**src/rtl/axi_wr_issue_pkg.sv**
```systemverilog
// Shared constants and helpers for the AXI write issue controller.
package axi_wr_issue_pkg;

    localparam logic [1:0] BURST_INCR = 2'b01;

    // AXI size code for a beat of the given number of bytes (power of two assumed).
    function automatic logic [2:0] beat_size(input int unsigned bytes);
        return 3'($clog2(bytes));
    endfunction

endpackage

```
**src/rtl/axi_wr_txn_ring.sv**
```systemverilog
// Ring of accepted write transactions, shared by the AW and W paths.
// One write pointer fills entries on acceptance. Independent AW and W read
// pointers consume the same entries in acceptance order.
// Assumes DEPTH is a power of two, at least 2, and that the caller never
// pushes when DEPTH writes are in flight. An entry is reused only after both
// its address and its data have left.
module axi_wr_txn_ring #(
    parameter int DEPTH  = 4,
    parameter int ADDR_W = 32,
    parameter int LEN_W  = 2,
    parameter int ID_W   = 1,
    parameter int ATTR_W = 4
) (
    input  logic              clk,
    input  logic              rst_n,
    input  logic              push,
    input  logic [ADDR_W-1:0] push_addr,
    input  logic [LEN_W-1:0]  push_len,
    input  logic [ID_W-1:0]   push_id,
    input  logic [ATTR_W-1:0] push_attr,
    input  logic              aw_pop,
    input  logic              w_pop,
    output logic              aw_pend,
    output logic [ADDR_W-1:0] aw_addr,
    output logic [LEN_W-1:0]  aw_len,
    output logic [ID_W-1:0]   aw_id,
    output logic [ATTR_W-1:0] aw_attr,
    output logic              w_pend,
    output logic [LEN_W-1:0]  w_len
);
    localparam int IW = $clog2(DEPTH);
    localparam int PW = IW + 1;

    logic [ADDR_W-1:0] addr_q [DEPTH];
    logic [LEN_W-1:0]  len_q  [DEPTH];
    logic [ID_W-1:0]   id_q   [DEPTH];
    logic [ATTR_W-1:0] attr_q [DEPTH];
    logic [PW-1:0]     wr_ptr, aw_ptr, w_ptr;

    // Store the fields of a newly accepted request.
    always_ff @(posedge clk) begin
        if (push) begin
            addr_q[wr_ptr[IW-1:0]] <= push_addr;
            len_q[wr_ptr[IW-1:0]]  <= push_len;
            id_q[wr_ptr[IW-1:0]]   <= push_id;
            attr_q[wr_ptr[IW-1:0]] <= push_attr;
        end
    end

    // Advance the fill, address and data pointers.
    always_ff @(posedge clk) begin
        if (!rst_n) begin
            wr_ptr <= '0;
            aw_ptr <= '0;
            w_ptr  <= '0;
        end else begin
            if (push)   wr_ptr <= wr_ptr + PW'(1);
            if (aw_pop) aw_ptr <= aw_ptr + PW'(1);
            if (w_pop)  w_ptr  <= w_ptr + PW'(1);
        end
    end

    // Present the oldest entry still waiting on each channel.
    always_comb begin
        aw_pend = (aw_ptr != wr_ptr);
        w_pend  = (w_ptr != wr_ptr);
        aw_addr = addr_q[aw_ptr[IW-1:0]];
        aw_len  = len_q[aw_ptr[IW-1:0]];
        aw_id   = id_q[aw_ptr[IW-1:0]];
        aw_attr = attr_q[aw_ptr[IW-1:0]];
        w_len   = len_q[w_ptr[IW-1:0]];
    end

endmodule

```
**src/rtl/axi_wr_credits.sv**
```systemverilog
// Counters for writes in flight, addresses outstanding and writes per ID.
// Every B handshake retires one write and frees one address slot.
// Assumes the slave answers only IDs that have a write in flight.
// Limits are evaluated on registered counts, so a slot freed by B is seen
// in the following cycle.
module axi_wr_credits #(
    parameter int MAX_INFLIGHT = 4,
    parameter int MAX_AW       = 3,
    parameter int NUM_IDS      = 2,
    parameter int ID_W         = 1,
    parameter int CW           = $clog2(MAX_INFLIGHT + 1)
) (
    input  logic                  clk,
    input  logic                  rst_n,
    input  logic                  txn_inc,
    input  logic [ID_W-1:0]       txn_id,
    input  logic                  aw_inc,
    input  logic                  b_fire,
    input  logic [ID_W-1:0]       b_id,
    output logic                  can_accept,
    output logic                  can_issue_aw,
    output logic [CW-1:0]         inflight,
    output logic [CW-1:0]         aw_out,
    output logic [NUM_IDS*CW-1:0] id_pend
);
    logic [CW-1:0] inflight_q, aw_out_q;

    // Track writes in flight and addresses outstanding.
    always_ff @(posedge clk) begin
        if (!rst_n) begin
            inflight_q <= '0;
            aw_out_q   <= '0;
        end else begin
            inflight_q <= inflight_q + CW'(txn_inc) - CW'(b_fire);
            aw_out_q   <= aw_out_q + CW'(aw_inc) - CW'(b_fire);
        end
    end

    for (genvar i = 0; i < NUM_IDS; i++) begin : g_id
        logic [CW-1:0] cnt_q;
        logic          inc_i, dec_i;
        assign inc_i = txn_inc && (txn_id == ID_W'(i));
        assign dec_i = b_fire && (b_id == ID_W'(i));
        // Count writes in flight carrying this ID.
        always_ff @(posedge clk) begin
            if (!rst_n) cnt_q <= '0;
            else        cnt_q <= cnt_q + CW'(inc_i) - CW'(dec_i);
        end
        assign id_pend[i*CW +: CW] = cnt_q;
    end

    assign inflight     = inflight_q;
    assign aw_out       = aw_out_q;
    assign can_accept   = (inflight_q < CW'(MAX_INFLIGHT));
    assign can_issue_aw = (aw_out_q < CW'(MAX_AW));

endmodule

```
**src/rtl/axi_wr_beat_ctr.sv**
```systemverilog
// Counts data beats within the write at the head of the W path and flags its
// last beat from the length recorded at acceptance.
// Assumes len is stable for the duration of one write.
module axi_wr_beat_ctr #(
    parameter int LEN_W = 2
) (
    input  logic             clk,
    input  logic             rst_n,
    input  logic             w_fire,
    input  logic [LEN_W-1:0] len,
    output logic             last
);
    logic [LEN_W-1:0] beat_q;

    assign last = (beat_q == len);

    // Step the beat index, wrapping to zero after the final beat.
    always_ff @(posedge clk) begin
        if (!rst_n)      beat_q <= '0;
        else if (w_fire) beat_q <= last ? '0 : beat_q + LEN_W'(1);
    end

endmodule

```
**src/rtl/axi_wr_issue.sv**
```systemverilog
// AXI write issue controller: accepts cache-side write requests and drives
// the AW, W and B channels of the master port.
// Caps writes in flight at MAX_INFLIGHT and outstanding addresses at MAX_AW.
// Sends data in acceptance order without waiting for addresses.
// Assumes the source holds offered data beats until taken, and that LEN_W <= 8.
module axi_wr_issue
    import axi_wr_issue_pkg::*;
#(
    parameter int ADDR_W       = 32,
    parameter int DATA_W       = 64,
    parameter int ID_W         = 1,
    parameter int NUM_IDS      = 2,
    parameter int ATTR_W       = 4,
    parameter int LEN_W        = 2,
    parameter int MAX_INFLIGHT = 4,
    parameter int MAX_AW       = 3
) (
    input  logic                clk,
    input  logic                rst_n,
    input  logic                req_valid,
    output logic                req_ready,
    input  logic [ADDR_W-1:0]   req_addr,
    input  logic [LEN_W-1:0]    req_len,
    input  logic [ID_W-1:0]     req_id,
    input  logic [ATTR_W-1:0]   req_attr,
    input  logic                src_wvalid,
    output logic                src_wready,
    input  logic [DATA_W-1:0]   src_wdata,
    input  logic [DATA_W/8-1:0] src_wstrb,
    output logic                m_awvalid,
    input  logic                m_awready,
    output logic [ADDR_W-1:0]   m_awaddr,
    output logic [7:0]          m_awlen,
    output logic [2:0]          m_awsize,
    output logic [1:0]          m_awburst,
    output logic [ID_W-1:0]     m_awid,
    output logic [ATTR_W-1:0]   m_awuser,
    output logic                m_wvalid,
    input  logic                m_wready,
    output logic [DATA_W-1:0]   m_wdata,
    output logic [DATA_W/8-1:0] m_wstrb,
    output logic                m_wlast,
    input  logic                m_bvalid,
    output logic                m_bready,
    input  logic [ID_W-1:0]     m_bid
);
    localparam int STRB_W = DATA_W / 8;
    localparam int CW     = $clog2(MAX_INFLIGHT + 1);

    logic                  push, aw_fire, w_fire, w_pop, b_fire;
    logic                  aw_pend, w_pend, can_accept, can_issue_aw, last_beat;
    logic [LEN_W-1:0]      aw_len, w_len;
    logic [CW-1:0]         inflight, aw_out;
    logic [NUM_IDS*CW-1:0] id_pend;

    // Request side and handshake decode.
    assign req_ready = can_accept;
    assign push      = req_valid && req_ready;
    assign aw_fire   = m_awvalid && m_awready;
    assign w_fire    = m_wvalid && m_wready;
    assign w_pop     = w_fire && last_beat;
    assign m_bready  = 1'b1;
    assign b_fire    = m_bvalid && m_bready;

    axi_wr_txn_ring #(
        .DEPTH(MAX_INFLIGHT), .ADDR_W(ADDR_W), .LEN_W(LEN_W),
        .ID_W(ID_W), .ATTR_W(ATTR_W)
    ) u_ring (
        .clk(clk), .rst_n(rst_n),
        .push(push), .push_addr(req_addr), .push_len(req_len),
        .push_id(req_id), .push_attr(req_attr),
        .aw_pop(aw_fire), .w_pop(w_pop),
        .aw_pend(aw_pend), .aw_addr(m_awaddr), .aw_len(aw_len),
        .aw_id(m_awid), .aw_attr(m_awuser),
        .w_pend(w_pend), .w_len(w_len)
    );

    axi_wr_credits #(
        .MAX_INFLIGHT(MAX_INFLIGHT), .MAX_AW(MAX_AW),
        .NUM_IDS(NUM_IDS), .ID_W(ID_W), .CW(CW)
    ) u_credits (
        .clk(clk), .rst_n(rst_n),
        .txn_inc(push), .txn_id(req_id), .aw_inc(aw_fire),
        .b_fire(b_fire), .b_id(m_bid),
        .can_accept(can_accept), .can_issue_aw(can_issue_aw),
        .inflight(inflight), .aw_out(aw_out), .id_pend(id_pend)
    );

    axi_wr_beat_ctr #(.LEN_W(LEN_W)) u_beats (
        .clk(clk), .rst_n(rst_n), .w_fire(w_fire), .len(w_len), .last(last_beat)
    );

    // AW channel: issue the next address only while an address slot is free.
    assign m_awvalid = aw_pend && can_issue_aw;
    assign m_awlen   = {{(8-LEN_W){1'b0}}, aw_len};
    assign m_awsize  = beat_size(STRB_W);
    assign m_awburst = BURST_INCR;

    // W channel: pass source beats through while an accepted write needs data.
    assign m_wvalid   = src_wvalid && w_pend;
    assign src_wready = m_wready && w_pend;
    assign m_wdata    = src_wdata;
    assign m_wstrb    = src_wstrb;
    assign m_wlast    = last_beat;

endmodule

```
**config.mk**
```make
export PLATFORM = sky130hd
export DESIGN_NAME = axi_wr_issue
export DESIGN_NICKNAME = d
export VERILOG_FILES = /design/src/rtl/axi_wr_issue_pkg.sv /design/src/rtl/axi_wr_txn_ring.sv /design/src/rtl/axi_wr_credits.sv /design/src/rtl/axi_wr_beat_ctr.sv /design/src/rtl/axi_wr_issue.sv
export SDC_FILE = /design/constraint.sdc
export NUM_CORES = 1
export LEC_CHECK = 0
export ABC_AREA = 1
export BUFFER_PORTS_ARGS = -buffer_cell sky130_fd_sc_hd__buf_2
export CORE_AREA = 4 4 135 137
export DETAILED_ROUTE_END_ITERATION = 12
export DIE_AREA = 0 0 139 141
export PLACE_DENSITY = 0.72
export SLEW_MARGIN = 30
export SYNTH_ARGS = -nofsm -noshare
export SYNTH_HDL_FRONTEND = slang
export SYNTH_SLANG_ARGS = --single-unit
export TNS_END_PERCENT = 5
```
**constraint.sdc**
```tcl
create_clock -name clk -period 3.55 [get_ports clk]
set_clock_uncertainty 0.15 [all_clocks]
set_input_delay 0 -clock clk [delete_from_list [all_inputs] [get_ports clk]]
set_output_delay 0 -clock clk [all_outputs]
set_load 0.01 [all_outputs]
```
### After elaboration in Yosys (flattened, before gate mapping)

Memory sizes are Yosys's and may differ from the RTL's. A register that Yosys moved wholly into a read port is not among the register bits.
Cells that the tools add are included.

| operators by class | value |
|---|---|
| equal/unequal tests | 3 |
| reductions and logical operators | 7 |
| mux-type cells | 13 |
| $lt $le $gt $ge | 2 |
| add/sub/neg operators | 8 |

Operators by type and width:

| kind | count |
|---|---|
| $mux W2 | 11 |
| $add A3 B1 Y3 const B | 3 |
| $logic_and A1 B1 Y1 | 7 |
| $add A3 B1 Y3 | 2 |
| $ne A3 B3 Y1 | 2 |
| $sub A3 B1 Y3 | 2 |
| $lt A3 B2 Y1 const B | 1 |
| $lt A3 B3 Y1 const B | 1 |
| $add A2 B1 Y2 const B | 1 |
| $eq A2 B2 Y1 | 1 |
| $mux W1 | 2 |

| word-level totals | value |
|---|---|
| register bits | 17 |
| memories kept | 4 |
| input port bits | 119 |
| memory bits (writable) | 156 |
| output and inout bits | 128 |

Memory list:

| memory | words | width | rd ports | clocked after Yosys merged registers in | wr ports | RTL line | source |
|---|---|---|---|---|---|---|---|
| u_ring.addr_q | 4 | 32 | 1 | 1 | 1 | axi_wr_txn_ring.sv:34 | `logic [ADDR_W-1:0] addr_q [DEPTH];` |
| u_ring.attr_q | 4 | 4 | 1 | 1 | 1 | axi_wr_txn_ring.sv:37 | `logic [ATTR_W-1:0] attr_q [DEPTH];` |
| u_ring.len_q | 4 | 2 | 2 | 2 | 1 | axi_wr_txn_ring.sv:35 | `logic [LEN_W-1:0] len_q [DEPTH];` |
| u_ring.id_q | 4 | 1 | 1 | 1 | 1 | axi_wr_txn_ring.sv:36 | `logic [ID_W-1:0] id_q [DEPTH];` |

### Logic depth before layout (Yosys ltp)

| logic depth | value |
|---|---|
| depth after elaboration | 6 |
| mapped depth | 11 |
| mapped depth without buffers | 11 |

### Modules after synthesis

Synthesis repeated with hierarchy kept, for this count alone.

| unflattened totals | value |
|---|---|
| cells, all modules | 928 |
| area, all modules | 8758.4 um^2 |

By module, submodules not included:

| module | area each (um^2) | cells each | instances | seq. area each (um^2) |
|---|---|---|---|---|
| axi_wr_txn_ring | 7228.2 | 714 | 1 | 4944.7 |
| axi_wr_issue | 699.4 | 100 | 1 | 0.0 |
| axi_wr_credits | 689.4 | 87 | 1 | 240.2 |
| axi_wr_beat_ctr | 141.4 | 27 | 1 | 40.0 |

### Worst setup path after synthesis

No wires, ideal clock.

| timing | value |
|---|---|
| kind | register to register |
| from | register u_ring.wr_ptr[0] |
| to | memory u_ring.addr_q[3][0], enable pin |
| slack | 0.672 ns |
| cell stages (with the launch flop) | 4 |
| data required time | 2.962 ns |
| setup time | 0.438 ns |
| data arrival time | 2.290 ns |
| path through | dfxtp_1 ha_1 inv_1 nor2_1 |

RTL lines:

| element | RTL line | source |
|---|---|---|
| start: declaration | axi_wr_txn_ring.sv:38 | `logic [PW-1:0] wr_ptr, aw_ptr, w_ptr;` |
| start signal: assignment | axi_wr_txn_ring.sv:57 | `if (push) wr_ptr <= wr_ptr + PW'(1);` |
| end: declaration | axi_wr_txn_ring.sv:34 |  |

Straight into the memory's write port.

==> summary.md <==
| Metric | Value |
|---|---|
| Status | `completed` |
| Die height | `141 um` |
| CTS max path bufs | `2` |
| Initial Util | `approximately 45%` |
| Net Sw Frac | `32.63%` |
| Initial antenna violation count | `5` |
| Max IR drop VDD | `approximately 0.00043 V` |
| Commonest cells after routing, fill and taps aside | `156 x edfxtp_1, 115 x dlygate4sd3_1, 89 x nor2_1, 89 x buf_2, 82 x o21ai_0` |
| Compound-Gate Fraction of Synth Area | `a little under a tenth` |
| Core area | `between 0.015 and 0.02 mm^2` |
| Mux cell area share after synthesis | `0%` |
| P_leak | `roughly 3.6 nW` |
| Vias per std cell | `4.962` |
| Fin Hold WS | `approximately 0.027 ns` |
| WP data required | `3.40 ns` |
| Final setup fails | `0` |
| Reg power frac | `40.7%` |
| Cells after synthesis | `633` |
| Crit-path max cell delay | `between 0.9 and 1 ns` |
| Netlist cell types | `24` |
| Routed Wire Length | `18720 um` |
| Clk network pwr share | `30.4%` |
| Hpwl dp | `approximately 12000 um` |
| YS warnings | `0` |
| Unrepaired setup endpoints after global routing | `no` |
| Synth Cell Area | `0.007605 mm^2` |
| Max cap viols | `0` |
| Total track usage | `18.80%` |
| Flop-to-flop setup slack | `1.36 ns` |
| Area grow syn2layout | `25.47%` |
| Met3 usage | `6.920%` |
| Post-CTS resize count | `0` |
| Clk Latency, worst-skew pair | `0.42 ns` |
| Synth Area in XOR/XNOR | `0.8062%` |
| Vias in the first global route | `5166` |
| Ports | `around 250` |
| Met1 usage | `19.99%` |
| Share of layout cells above drive strength 1 | `19.85%` |
| Final min period | `2.515 ns` |
| DRC | `0` |
| First-pass GRT wire length | `28540 um` |
| Worst Tran Pin Value | `0.9261 ns` |
| Part of the power in combinational logic | `between 20 and 30%` |
| Die X-Extent | `139 um` |
| Worst Path Max Fanout | `23` |
| Critical Path Source Type | `flop` |
| Largest net degree at the start of global routing | `79` |
| Post-Layout Cell Count | `1009` |
| Switching power | `2.094 mW` |
| Site Rows | `48` |
| H-tree levels | `4` |
| Crit share post-route | `70.85%` |
| Inst Count DP | `859` |
| R2R depth | `4` |
| Final core occ | `55.94%` |
| GR Overflow Total | `0` |
| Worst EP arrival | `2.37 ns` |
| Reg2reg start | `u_credits.inflight[2]` |
| Worst path cell trace | `buf_4, o21ai_0, o22ai_1, buf_2` |
| Synthesis-stage register bit count | `177` |
| Port buffer count | `89` |
| Critical Path Sink | `m_awaddr[2]` |
| Part of the Yosys area used for sequential elements | `67.13%` |
| DR WL/cell | `18.56 um` |
| Power Dens Cells | `672.6 mW/mm^2` |
| Pins Over Slew Limit | `0` |
| Clock transition at path regs | `approximately 0.070 ns` |
| Critical path endpoint category | `output pin` |
| Clock Sinks | `between 150 and 200` |
| GRT Max-Usage Layer | `met2` |
| Fill cells | `1373` |
| Slowest cell on crit path | `dfxtp_1` |
| Die Area | `0.01960 mm^2` |
| CP Class | `flop to output pin` |
| Post-CTS Hold Buffers | `approximately 120` |
| Reg-to-reg endpoint | `u_ring.addr_q[0][1]` |
| Setup TNS | `0 ns` |
| Via count | `roughly 5000` |
| Cell Int Power | `4.323 mW` |
| Post-Synth Simple-Gate Area | `8.440%` |
| Post-Syn Area per Cell | `12.01 um^2` |
| Root buf cell | `clkbuf_16` |
| Post-route ant nets | `0` |
| Hold Crit Class | `input pin to flop` |
| First DRT Iteration DRCs | `250` |
| Nets@finish | `900` |
| Post-CTS Setup Inserts | `0` |
| CTS tree | `built` |
| Maximum clock frequency | `0.3976 GHz` |
| Synth Area in Adders | `under 10%` |
| Normalized max-slew margin | `between 30% and 40%` |
| Largest family of logic cells by synthesized area | `buffers and inverters` |
| M2 GR Usage | `33.85%` |
| Total power | `6.417 mW` |
| GPL Wtd Cong | `0.7278` |
| Total iterations of the first detailed-routing run | `4` |
| CTS buffer count | `17` |
| Final hold viol count | `0` |
| Commonest non-fill, non-tap cell in the layout | `edfxtp_1` |
==> logic make-up after synthesis <==
| family | Yosys count |
|---|---|
| adder cells (fa/ha/maj) | 13 |
| AND/OR/NAND/NOR | 151 |
| other | 2 |
| AO/OA/AOI/OAI | 131 |
| XOR/XNOR | 7 |
| buffers and inverters | 152 |
| flip-flops | 177 |
==> Yosys cell counts (all sizes together) <==
cell type	n	area share, %
a21oi	10	0.71
buf	92	8.9
clkbuf	18	0.89
conb	2	0.099
dfxtp	21	5.5
edfxtp	156	62
fa	2	0.53
ha	11	1.8
inv	42	2.1
nand2	43	2.2
nand3	12	1.3
nor2	95	4.9
o21ai	82	5.4
o22ai	39	3.2
or2	1	0.082
xnor2	5	0.58
xor2	2	0.23
==> worst min path at each step <==
stage                  startpoint  cells past startpoint  slack (ns)               endpoint
floorplan            src_wdata[0]                      1       -0.06             m_wdata[0]
global placement    src_wdata[26]                      0       -0.15            m_wdata[26]
detailed placement  src_wdata[26]                      0       -0.15            m_wdata[26]
CTS                      m_bvalid                      6        0.02  u_credits.inflight[0]
global route             m_bvalid                      6        0.07    u_credits.aw_out[0]
finish                   m_bvalid                      6        0.03  u_credits.inflight[0]
==> routing by layer <==
metal / vias to the layer above / share of wire, %
met1: 2378 / 37
met3: 29 / 8.0
met5: - / 0.15
met4: 4 / 2.2
met2: 218 / 53
li1: 2378 / -
==> per-stage QoR <==
| stage | setup slack, ns | instance area, um^2 |
|---|---|---|
| CTS | 1.032 | 9534 |
| detailed placement | 1.339 | 7757 |
| global placement | 1.322 | 7757 |
| floorplan | 0.6724 | 7642 |
| global route | 0.9527 | 9542 |
| finish | 1.035 | 9542 |
==> critical path: cells and delay by family, from the launching register on <==
| family | cells | cell delay, ns |
|---|---|---|
| buffers and inverters | 2 | 0.57 |
| AOI/OAI and AO/OA | 2 | 0.45 |
| DFF | 1 | 0.93 |
==> power by group through the flow <==
stage / clock network [mW] / registers, mW / logic [mW]
floorplan: 0 / 2.62 / 1.18
CTS: 1.98 / 2.61 / 1.88
finish: 1.95 / 2.61 / 1.86
global route: 2.08 / 2.63 / 2.07
global placement: 0 / 2.65 / 1.70
detailed placement: 0 / 2.65 / 1.73
==> sequential cells by signal, summed over array words and instances (netlist names), named ones only <==
name and flops:
u_ring.addr_q 128, u_ring.w_ptr 3, u_ring.attr_q 16, u_credits.aw_out 3, u_ring.len_q 8, u_ring.wr_ptr 3, u_credits.inflight 3, u_beats.beat_q 2
u_ring.aw_ptr 3, u_ring.id_q 4
==> layout make-up <==
type | count | area (um^2) | share of cell area [%]
antenna | 3 | 7.507 | 0.07868
clock buffer | 17 | 425.4 | 4.458
clock inverter | 15 | 200.2 | 2.098
inverter | 42 | 157.7 | 1.652
multi-input combinational | 314 | 1664 | 17.44
sequential | 177 | 5106 | 53.51
tap | 225 | 281.5 | 2.950
timing repair buffer | 216 | 1699 | 17.81
Power figures use the tool's default switching activity.
